[config.mk]
export PLATFORM = sky130hd
export DESIGN_NAME = bvm_branch_unit
export DESIGN_NICKNAME = d
export VERILOG_FILES = /design/src/rtl/bvm_br_pkg.sv /design/src/rtl/bvm_cmp_flags.sv /design/src/rtl/bvm_cond_decode.sv /design/src/rtl/bvm_target_calc.sv /design/src/rtl/bvm_branch_unit.sv
export SDC_FILE = /design/constraint.sdc
export NUM_CORES = 1
export LEC_CHECK = 0
export BUFFER_PORTS_ARGS = -buffer_cell sky130_fd_sc_hd__buf_2
export CORE_UTILIZATION = 45
export CTS_CLUSTER_DIAMETER = 120
export CTS_CLUSTER_SIZE = 24
export DETAILED_ROUTE_END_ITERATION = 8
export PLACE_DENSITY = 0.81
export SKIP_CTS_REPAIR_TIMING = 1
export SLEW_MARGIN = 10
export SYNTH_ARGS = -nofsm -noshare
export SYNTH_HDL_FRONTEND = slang
export SYNTH_SLANG_ARGS = --single-unit
[constraint.sdc]
create_clock -name clk -period 4.9 [get_ports clk]
set_clock_uncertainty 0.1 [all_clocks]
set_input_delay 0.245 -clock clk [delete_from_list [all_inputs] [get_ports clk]]
set_output_delay 0.245 -clock clk [all_outputs]
set_load 0.05 [all_outputs]
[src/rtl/bvm_br_pkg.sv]
package bvm_br_pkg;

    typedef enum logic [3:0] {
        JC_ALWAYS = 4'h0,
        JC_EQ     = 4'h1,
        JC_UGT    = 4'h2,
        JC_UGE    = 4'h3,
        JC_ANY    = 4'h4,
        JC_NE     = 4'h5,
        JC_SGT    = 4'h6,
        JC_SGE    = 4'h7,
        JC_RSV8   = 4'h8,
        JC_RSV9   = 4'h9,
        JC_ULT    = 4'hA,
        JC_ULE    = 4'hB,
        JC_SLT    = 4'hC,
        JC_SLE    = 4'hD,
        JC_RSVE   = 4'hE,
        JC_RSVF   = 4'hF
    } jcode_e;

    typedef struct packed {
        logic eq;
        logic ult;
        logic slt;
        logic any;
    } cmp_flags_t;

endpackage

[src/rtl/bvm_cmp_flags.sv]
module bvm_cmp_flags
    import bvm_br_pkg::*;
#(
    parameter int W = 64
) (
    input  logic [W-1:0] a_i,
    input  logic [W-1:0] b_i,
    output cmp_flags_t   flags_o
);
    always_comb begin
        flags_o.eq  = (a_i == b_i);
        flags_o.ult = (a_i < b_i);
        flags_o.slt = ($signed(a_i) < $signed(b_i));
        flags_o.any = |(a_i & b_i);
    end
endmodule

[src/rtl/bvm_cond_decode.sv]
module bvm_cond_decode
    import bvm_br_pkg::*;
(
    input  logic [3:0]  jcode_i,
    input  cmp_flags_t  flags_i,
    output logic        take_o,
    output logic        uncond_o
);
    jcode_e code;
    assign code = jcode_e'(jcode_i);

    always_comb begin
        uncond_o = 1'b0;
        unique case (code)
            JC_ALWAYS: begin take_o = 1'b1; uncond_o = 1'b1; end
            JC_EQ:     take_o = flags_i.eq;
            JC_NE:     take_o = !flags_i.eq;
            JC_ANY:    take_o = flags_i.any;
            JC_UGT:    take_o = !flags_i.ult && !flags_i.eq;
            JC_UGE:    take_o = !flags_i.ult;
            JC_ULT:    take_o = flags_i.ult;
            JC_ULE:    take_o = flags_i.ult || flags_i.eq;
            JC_SGT:    take_o = !flags_i.slt && !flags_i.eq;
            JC_SGE:    take_o = !flags_i.slt;
            JC_SLT:    take_o = flags_i.slt;
            JC_SLE:    take_o = flags_i.slt || flags_i.eq;
            JC_RSV8, JC_RSV9, JC_RSVE, JC_RSVF: take_o = 1'b0;
        endcase
    end
endmodule

[src/rtl/bvm_target_calc.sv]
module bvm_target_calc #(
    parameter int PC_W  = 32,
    parameter int OFF_W = 16,
    parameter int IMM_W = 32
) (
    input  logic [PC_W-1:0]  pc_i,
    input  logic             use_imm_i,
    input  logic             take_i,
    input  logic [OFF_W-1:0] off_i,
    input  logic [IMM_W-1:0] imm_i,
    output logic [PC_W-1:0]  next_pc_o
);
    logic [PC_W-1:0] seq_pc;
    logic [PC_W-1:0] disp;

    assign seq_pc = pc_i + PC_W'(1);

    always_comb begin
        if (use_imm_i) disp = PC_W'($signed(imm_i));
        else           disp = PC_W'($signed(off_i));
        next_pc_o = take_i ? (seq_pc + disp) : seq_pc;
    end
endmodule

[src/rtl/bvm_branch_unit.sv]
module bvm_branch_unit
    import bvm_br_pkg::*;
#(
    parameter int PC_W     = 32,
    parameter int DATA_W   = 64,
    parameter int NARROW_W = 32,
    parameter int OFF_W    = 16,
    parameter int IMM_W    = 32
) (
    input  logic              clk,
    input  logic              rst_n,
    input  logic [PC_W-1:0]   pc_i,
    input  logic [3:0]        jcode_i,
    input  logic              src_reg_i,
    input  logic              jmp32_i,
    input  logic [DATA_W-1:0] dst_i,
    input  logic [DATA_W-1:0] src_i,
    input  logic [OFF_W-1:0]  off_i,
    input  logic [IMM_W-1:0]  imm_i,
    output logic              taken_o,
    output logic [PC_W-1:0]   next_pc_o
);
    localparam int NUM_W = 2;

    logic [DATA_W-1:0] operand;
    cmp_flags_t        flags [NUM_W];
    cmp_flags_t        flags_sel;
    logic              take_d;
    logic              uncond;
    logic [PC_W-1:0]   next_pc_d;

    assign operand = src_reg_i ? src_i : DATA_W'($signed(imm_i));

    for (genvar gi = 0; gi < NUM_W; gi++) begin : g_width
        localparam int W = (gi == 0) ? DATA_W : NARROW_W;
        bvm_cmp_flags #(.W(W)) u_cmp (
            .a_i     (dst_i[W-1:0]),
            .b_i     (operand[W-1:0]),
            .flags_o (flags[gi])
        );
    end

    assign flags_sel = jmp32_i ? flags[1] : flags[0];

    bvm_cond_decode u_dec (
        .jcode_i  (jcode_i),
        .flags_i  (flags_sel),
        .take_o   (take_d),
        .uncond_o (uncond)
    );

    bvm_target_calc #(.PC_W(PC_W), .OFF_W(OFF_W), .IMM_W(IMM_W)) u_tgt (
        .pc_i      (pc_i),
        .use_imm_i (uncond && jmp32_i),
        .take_i    (take_d),
        .off_i     (off_i),
        .imm_i     (imm_i),
        .next_pc_o (next_pc_d)
    );

    always_ff @(posedge clk) begin
        if (!rst_n) begin
            taken_o   <= 1'b0;
            next_pc_o <= '0;
        end else begin
            taken_o   <= take_d;
            next_pc_o <= next_pc_d;
        end
    end
endmodule

* After elaboration in Yosys (flattened, before gate mapping)
Index checks and enable logic that the tools add are counted.
** Word-level totals
- Output and inout port bits :: 33
- Word-level logic and storage cells :: 45
- Register bits after elaboration :: 33
** Operators by class
- Add/subtract/negate cells :: 2
- Reductions and logical operators :: 12
- Order comparisons :: 4
- Bitwise operators :: 2
- Eq/ne operators :: 17
- Multiplexer cells :: 6
** Operators by type and width (count)
- < comparator 64 bit :: 2
- bitwise AND 64 bit :: 1
- == test 64 bit :: 1
- < comparator 32 bit :: 2
- two-way mux 32 bit :: 2
- two-way mux 64 bit :: 1
- OR reduction 64 bit :: 1
- adder 32 x 1 -> 32 bit (second input constant) :: 1
- adder 32 bit :: 1
- bitwise AND 32 bit :: 1
- == test 32 bit :: 1
- == test 4 bit (second input constant) :: 8
- OR reduction 32 bit :: 1
- == test 4 x 3 -> 1 bit (second input constant) :: 4
- case mux 1 bit (13 select lines) :: 1
- == test 4 x 2 -> 1 bit (second input constant) :: 2
- == test 4 x 1 -> 1 bit (second input constant) :: 1
- zero test 4 bit :: 1
- two-way mux 4 bit :: 1
- OR reduction 4 bit :: 1
- logical AND 1 bit :: 3
- zero test 1 bit :: 3
- logical OR 1 bit :: 2
- two-way mux 1 bit :: 1

* Depth between registers and ports, before layout
- Depth in word-level cells :: 8
- Depth in mapped cells :: 19

* Hierarchy
Synthesis repeated with hierarchy kept, for this count alone.
** Second synthesis, totals
- Cells, all modules :: 1116
- Area total of the unflattened synthesis :: 9293.9 µm²
** Modules (own cells, without submodules)
- bvm_target_calc :: cells each 466, instances 1, seq. area each 0.0 µm², area each 3198.1 µm²
- bvm_cmp_flags at g_width[0].u_cmp :: cells each 322, instances 1, seq. area each 0.0 µm², area each 2626.3 µm²
- bvm_branch_unit :: cells each 148, instances 1, seq. area each 660.6 µm², area each 2021.9 µm²
- bvm_cmp_flags at g_width[1].u_cmp :: cells each 163, instances 1, seq. area each 0.0 µm², area each 1335.0 µm²
- bvm_cond_decode :: cells each 17, instances 1, seq. area each 0.0 µm², area each 112.6 µm²

* Least setup slack after synthesis
OpenSTA, ideal clock, no wires.
- Path kind :: input to register
- From :: input port jcode_i[1]
- To :: register next_pc_o[30]
- Arrival time :: 3.897 ns
- Data required time :: 4.669 ns
- Cell stages on the path :: 18
- Library setup time :: 0.131 ns
- Path slack :: 0.772 ns
- Cell sequence :: or3_1 -> or3_1 -> clkbuf_1 -> clkbuf_1 -> nand2_1 -> nand2_1 -> ha_1 -> fa_1 -> a211oi_1 -> o211ai_1 -> nand2_1 -> o311ai_1 -> a221oi_1 -> o21ai_1 -> a211o_1 -> a21o_1 -> o211ai_2 -> a21oi_2
** On the way
- Word-level cells in the longest chain between the ends :: 6
- Elaborated cells between the ends (all ways) :: 23
** Ends and longest elaborated chain
- start: declaration :: line bvm_branch_unit.sv:13 : input logic [3:0] jcode_i,
- zero test 4 bit :: line bvm_cond_decode.sv:14 : unique case (code)
- two-way mux 1 bit :: line bvm_cond_decode.sv:14
- logical AND 1 bit :: line bvm_branch_unit.sv:54 : .use_imm_i (uncond && jmp32_i),
- two-way mux 32 bit :: line bvm_target_calc.sv:19 : if (use_imm_i) disp = PC_W'($signed(imm_i));
- adder 32 bit :: line bvm_target_calc.sv:21 : next_pc_o = take_i ? (seq_pc + disp) : seq_pc;
- two-way mux 32 bit (*) :: line bvm_target_calc.sv:21
- end signal: assignment :: line bvm_branch_unit.sv:67 : next_pc_o <= next_pc_d;
- end: declaration :: line bvm_branch_unit.sv:21 : output logic [PC_W-1:0] next_pc_o
Mark *: on every way between the ends. The rest lies on a longest branch, timed or not.
A chain may end at the register's enable or synchronous reset.

* Worst setup path after layout
Same ends and word-level chain as after synthesis.

==> flow_summary.ini <==
[routing]
drtIter0Drc = 440
viasPerCell = 5.55
vias = 7813
post_drt_wl_per_cell_um = 15.7
postRouteAntennaNets = 0
drt_wl_total_um = 22100
first_pass_iters = 5
drc = 0

[sta]
rsz0062_at_grt = no
timing.hold.ws_ps = 184
max_slew_margin_pct = 30.8
worstMarginPinSlew_ps = 1040
setup_slack_ps = 740
hold_viol = 0
fin_crit_sh_pct = 84.9
timing.fmax_ghz = 0.240
setup_tns_ps = 0
setup_violations = 0
maxSlewViolCount = 0
fin_crit_ps = 4160

[yosys]
yosysWarnings = 0
syn_area_per_cell_um2 = 7.37
synth_simple_gate_area_share_pct = 21.8
syn-num-nets = 1345
seq_area_frac_synth_pct = 9.26
postSynthCellCount = 968
mappedNetlistArea_um2 = 7140
synth-async-reset-ratio_pct = 0
synth_edf_count = 0
ys_types = 71
synth_fa_ha_area_share_pct = 28.3
synth-seq-cells = 33
synth_xor_area_share_pct = 7.12
synth.area.mux_share_pct = 5.19
synth_top_family_by_area = adder cells
synth_compound_area_share_pct = 21.2
ys.flop_type = dfxtp_1

[clock_network]
cts_tree = done
clkSinkCount = 33
h-tree-depth = 2
ctsLongestPathBuffers = 2
clk_pin_slew_ps = 60
root_buffer = clkbuf_16
numCtsBuffers = 5

[grt]
grt_pass1_wl_um = 34700
globalRoute.totalOverflow = 0
track_usage_pct = 26.3
grt_pass1_vias = 7402
grt_max_degree = 35
antenna_found_initial = 2

[power_and_ir_drop]
fin_total_pwr_mw = 1.65
p_per_area_nw_per_um2 = 190
leakage_nw = 4.65
irDropWorstVdd_uv = 134

[die]
fp-row-count = 45
io_pins = 249
die_w_um = 128
die_y_um = 128
start_util_pct = 46.6
core_area_um2 = 15300
die_area_um2 = 16400

[critical_path]
crit_end = next_pc_o[30]$_SDFF_PN0_
crit_type = in -> reg
crit_family = compound AO/OA/AOI/OAI gates
crit_buf_inv = 2
crit_chain = buf_2 -> or3_1 -> or3_1 -> buf_4 -> nand2_1 -> nand2_1 -> fa_1 -> a211oi_1 -> o211ai_1 -> nand2_1 -> o311ai_1 -> a221oi_1 -> o21ai_1 -> a211o_1 -> a21o_1 -> o211ai_2 -> a21oi_2
cpMostUsedCell = nand2_1
worstSetupEndpointType = flop
cp_max_fo = 14
cp-startpoint = jcode_i[1]
crit_required_ps = 4930
crit_cells = 17
slowest_stage = a221oi_1
startpoint_type = input pin
worstPathArrival_ps = 4180
slowest_delay_ps = 520

[cells_and_area]
drive_above_1_share_pct = 24.2
fin_area_um2 = 8690
final_cell_mix = buf_2, ha_1, nand2_1, a21oi_1, inv_1
area_growth_pct = 21.8
final_nets = 1573
final_common_cell = buf_2

[placed_design]
routabilityCongestion = 0.957
port_buffers = 248
hpwl_um = 18700
post-place-ws_ps = 471
placed_cell_area_um2 = 8550

[job]
maxCapViolations = 0

[hold_path]
hold_path.class = in -> reg

[status]
outcome = finished, final reports clean
[kinds of logic (layout without fill, tap and decap cells)]
family,Yosys count,in the layout
flops,33,33
mux,36,36
simple gates,312,312
buf+inv,120,349
xor+xnor,58,58
other cells,0,1
fa+ha+maj,161,161
compound gates,248,248
[cell type report]
| type | instances | area, µm² |
|---|---|---|
| fillers | 1494 | 6620 |
| multi-input cells | 815 | 5970 |
| inverters | 83 | 312 |
| diodes | 1 | 2.50 |
| clock buffers | 6 | 129 |
| clock inverters | 2 | 10.0 |
| flip-flops and latches | 33 | 661 |
| well taps | 211 | 264 |
| repair buffers | 258 | 1340 |
[state kept, by name (all words and copies together) (netlist names)]
signal	flops
next_pc_o	32
taken_o	1
[synth_stat cells, types with 20 or more instances]
master,number,area share (%)
a21o_1,20,2.1
a21oi_1,115,8.1
clkbuf_1,24,1.3
dfxtp_1,33,9.3
ha_1,160,28
inv_1,83,4.4
mux2i_1,33,4.6
nand2_1,123,6.5
nand3_1,63,4.4
nand4_1,23,2.0
nor2_1,24,1.3
o21ai_0,25,1.8
o21ai_1,30,2.1
xnor2_1,39,4.8
[per-stage QoR]
stage | instances | utilization (%)
after floorplan | 968 | -
after global placement | 1400 | 55.8
after detailed placement | 1400 | 55.8
after CTS | 1408 | 56.7
after global routing | 1409 | 56.7
final | 1409 | 56.7
[per-layer routing]
layer	vias up	share of wire (%)	GRT usage (%)
li1	3921	-	-
met1	3564	44	32.5
met2	292	48	48.2
met3	34	6.5	3.42
met4	2	2.0	6.02
met5	-	0.059	0
[power breakdown]
group | leakage [nW] | switching [mW] | internal, mW
sequential | 0.274 | 0.0124 | 0.310
combinational | 4.30 | 0.633 | 0.386
clock | 0.0706 | 0.125 | 0.187
total | 4.65 | 0.770 | 0.883
[worst min-delay path by stage]
stage,start,end,slack (ps),depth (start not counted)
after global placement,rst_n,next_pc_o[17]$_SDFF_PN0_,470,3
after detailed placement,rst_n,next_pc_o[17]$_SDFF_PN0_,480,3
after floorplan,rst_n,next_pc_o[17]$_SDFF_PN0_,290,2
final,rst_n,next_pc_o[17]$_SDFF_PN0_,180,3
after CTS,rst_n,next_pc_o[17]$_SDFF_PN0_,190,3
after global routing,rst_n,next_pc_o[17]$_SDFF_PN0_,220,3
No activity file was read; power rests on OpenSTA's default activity.
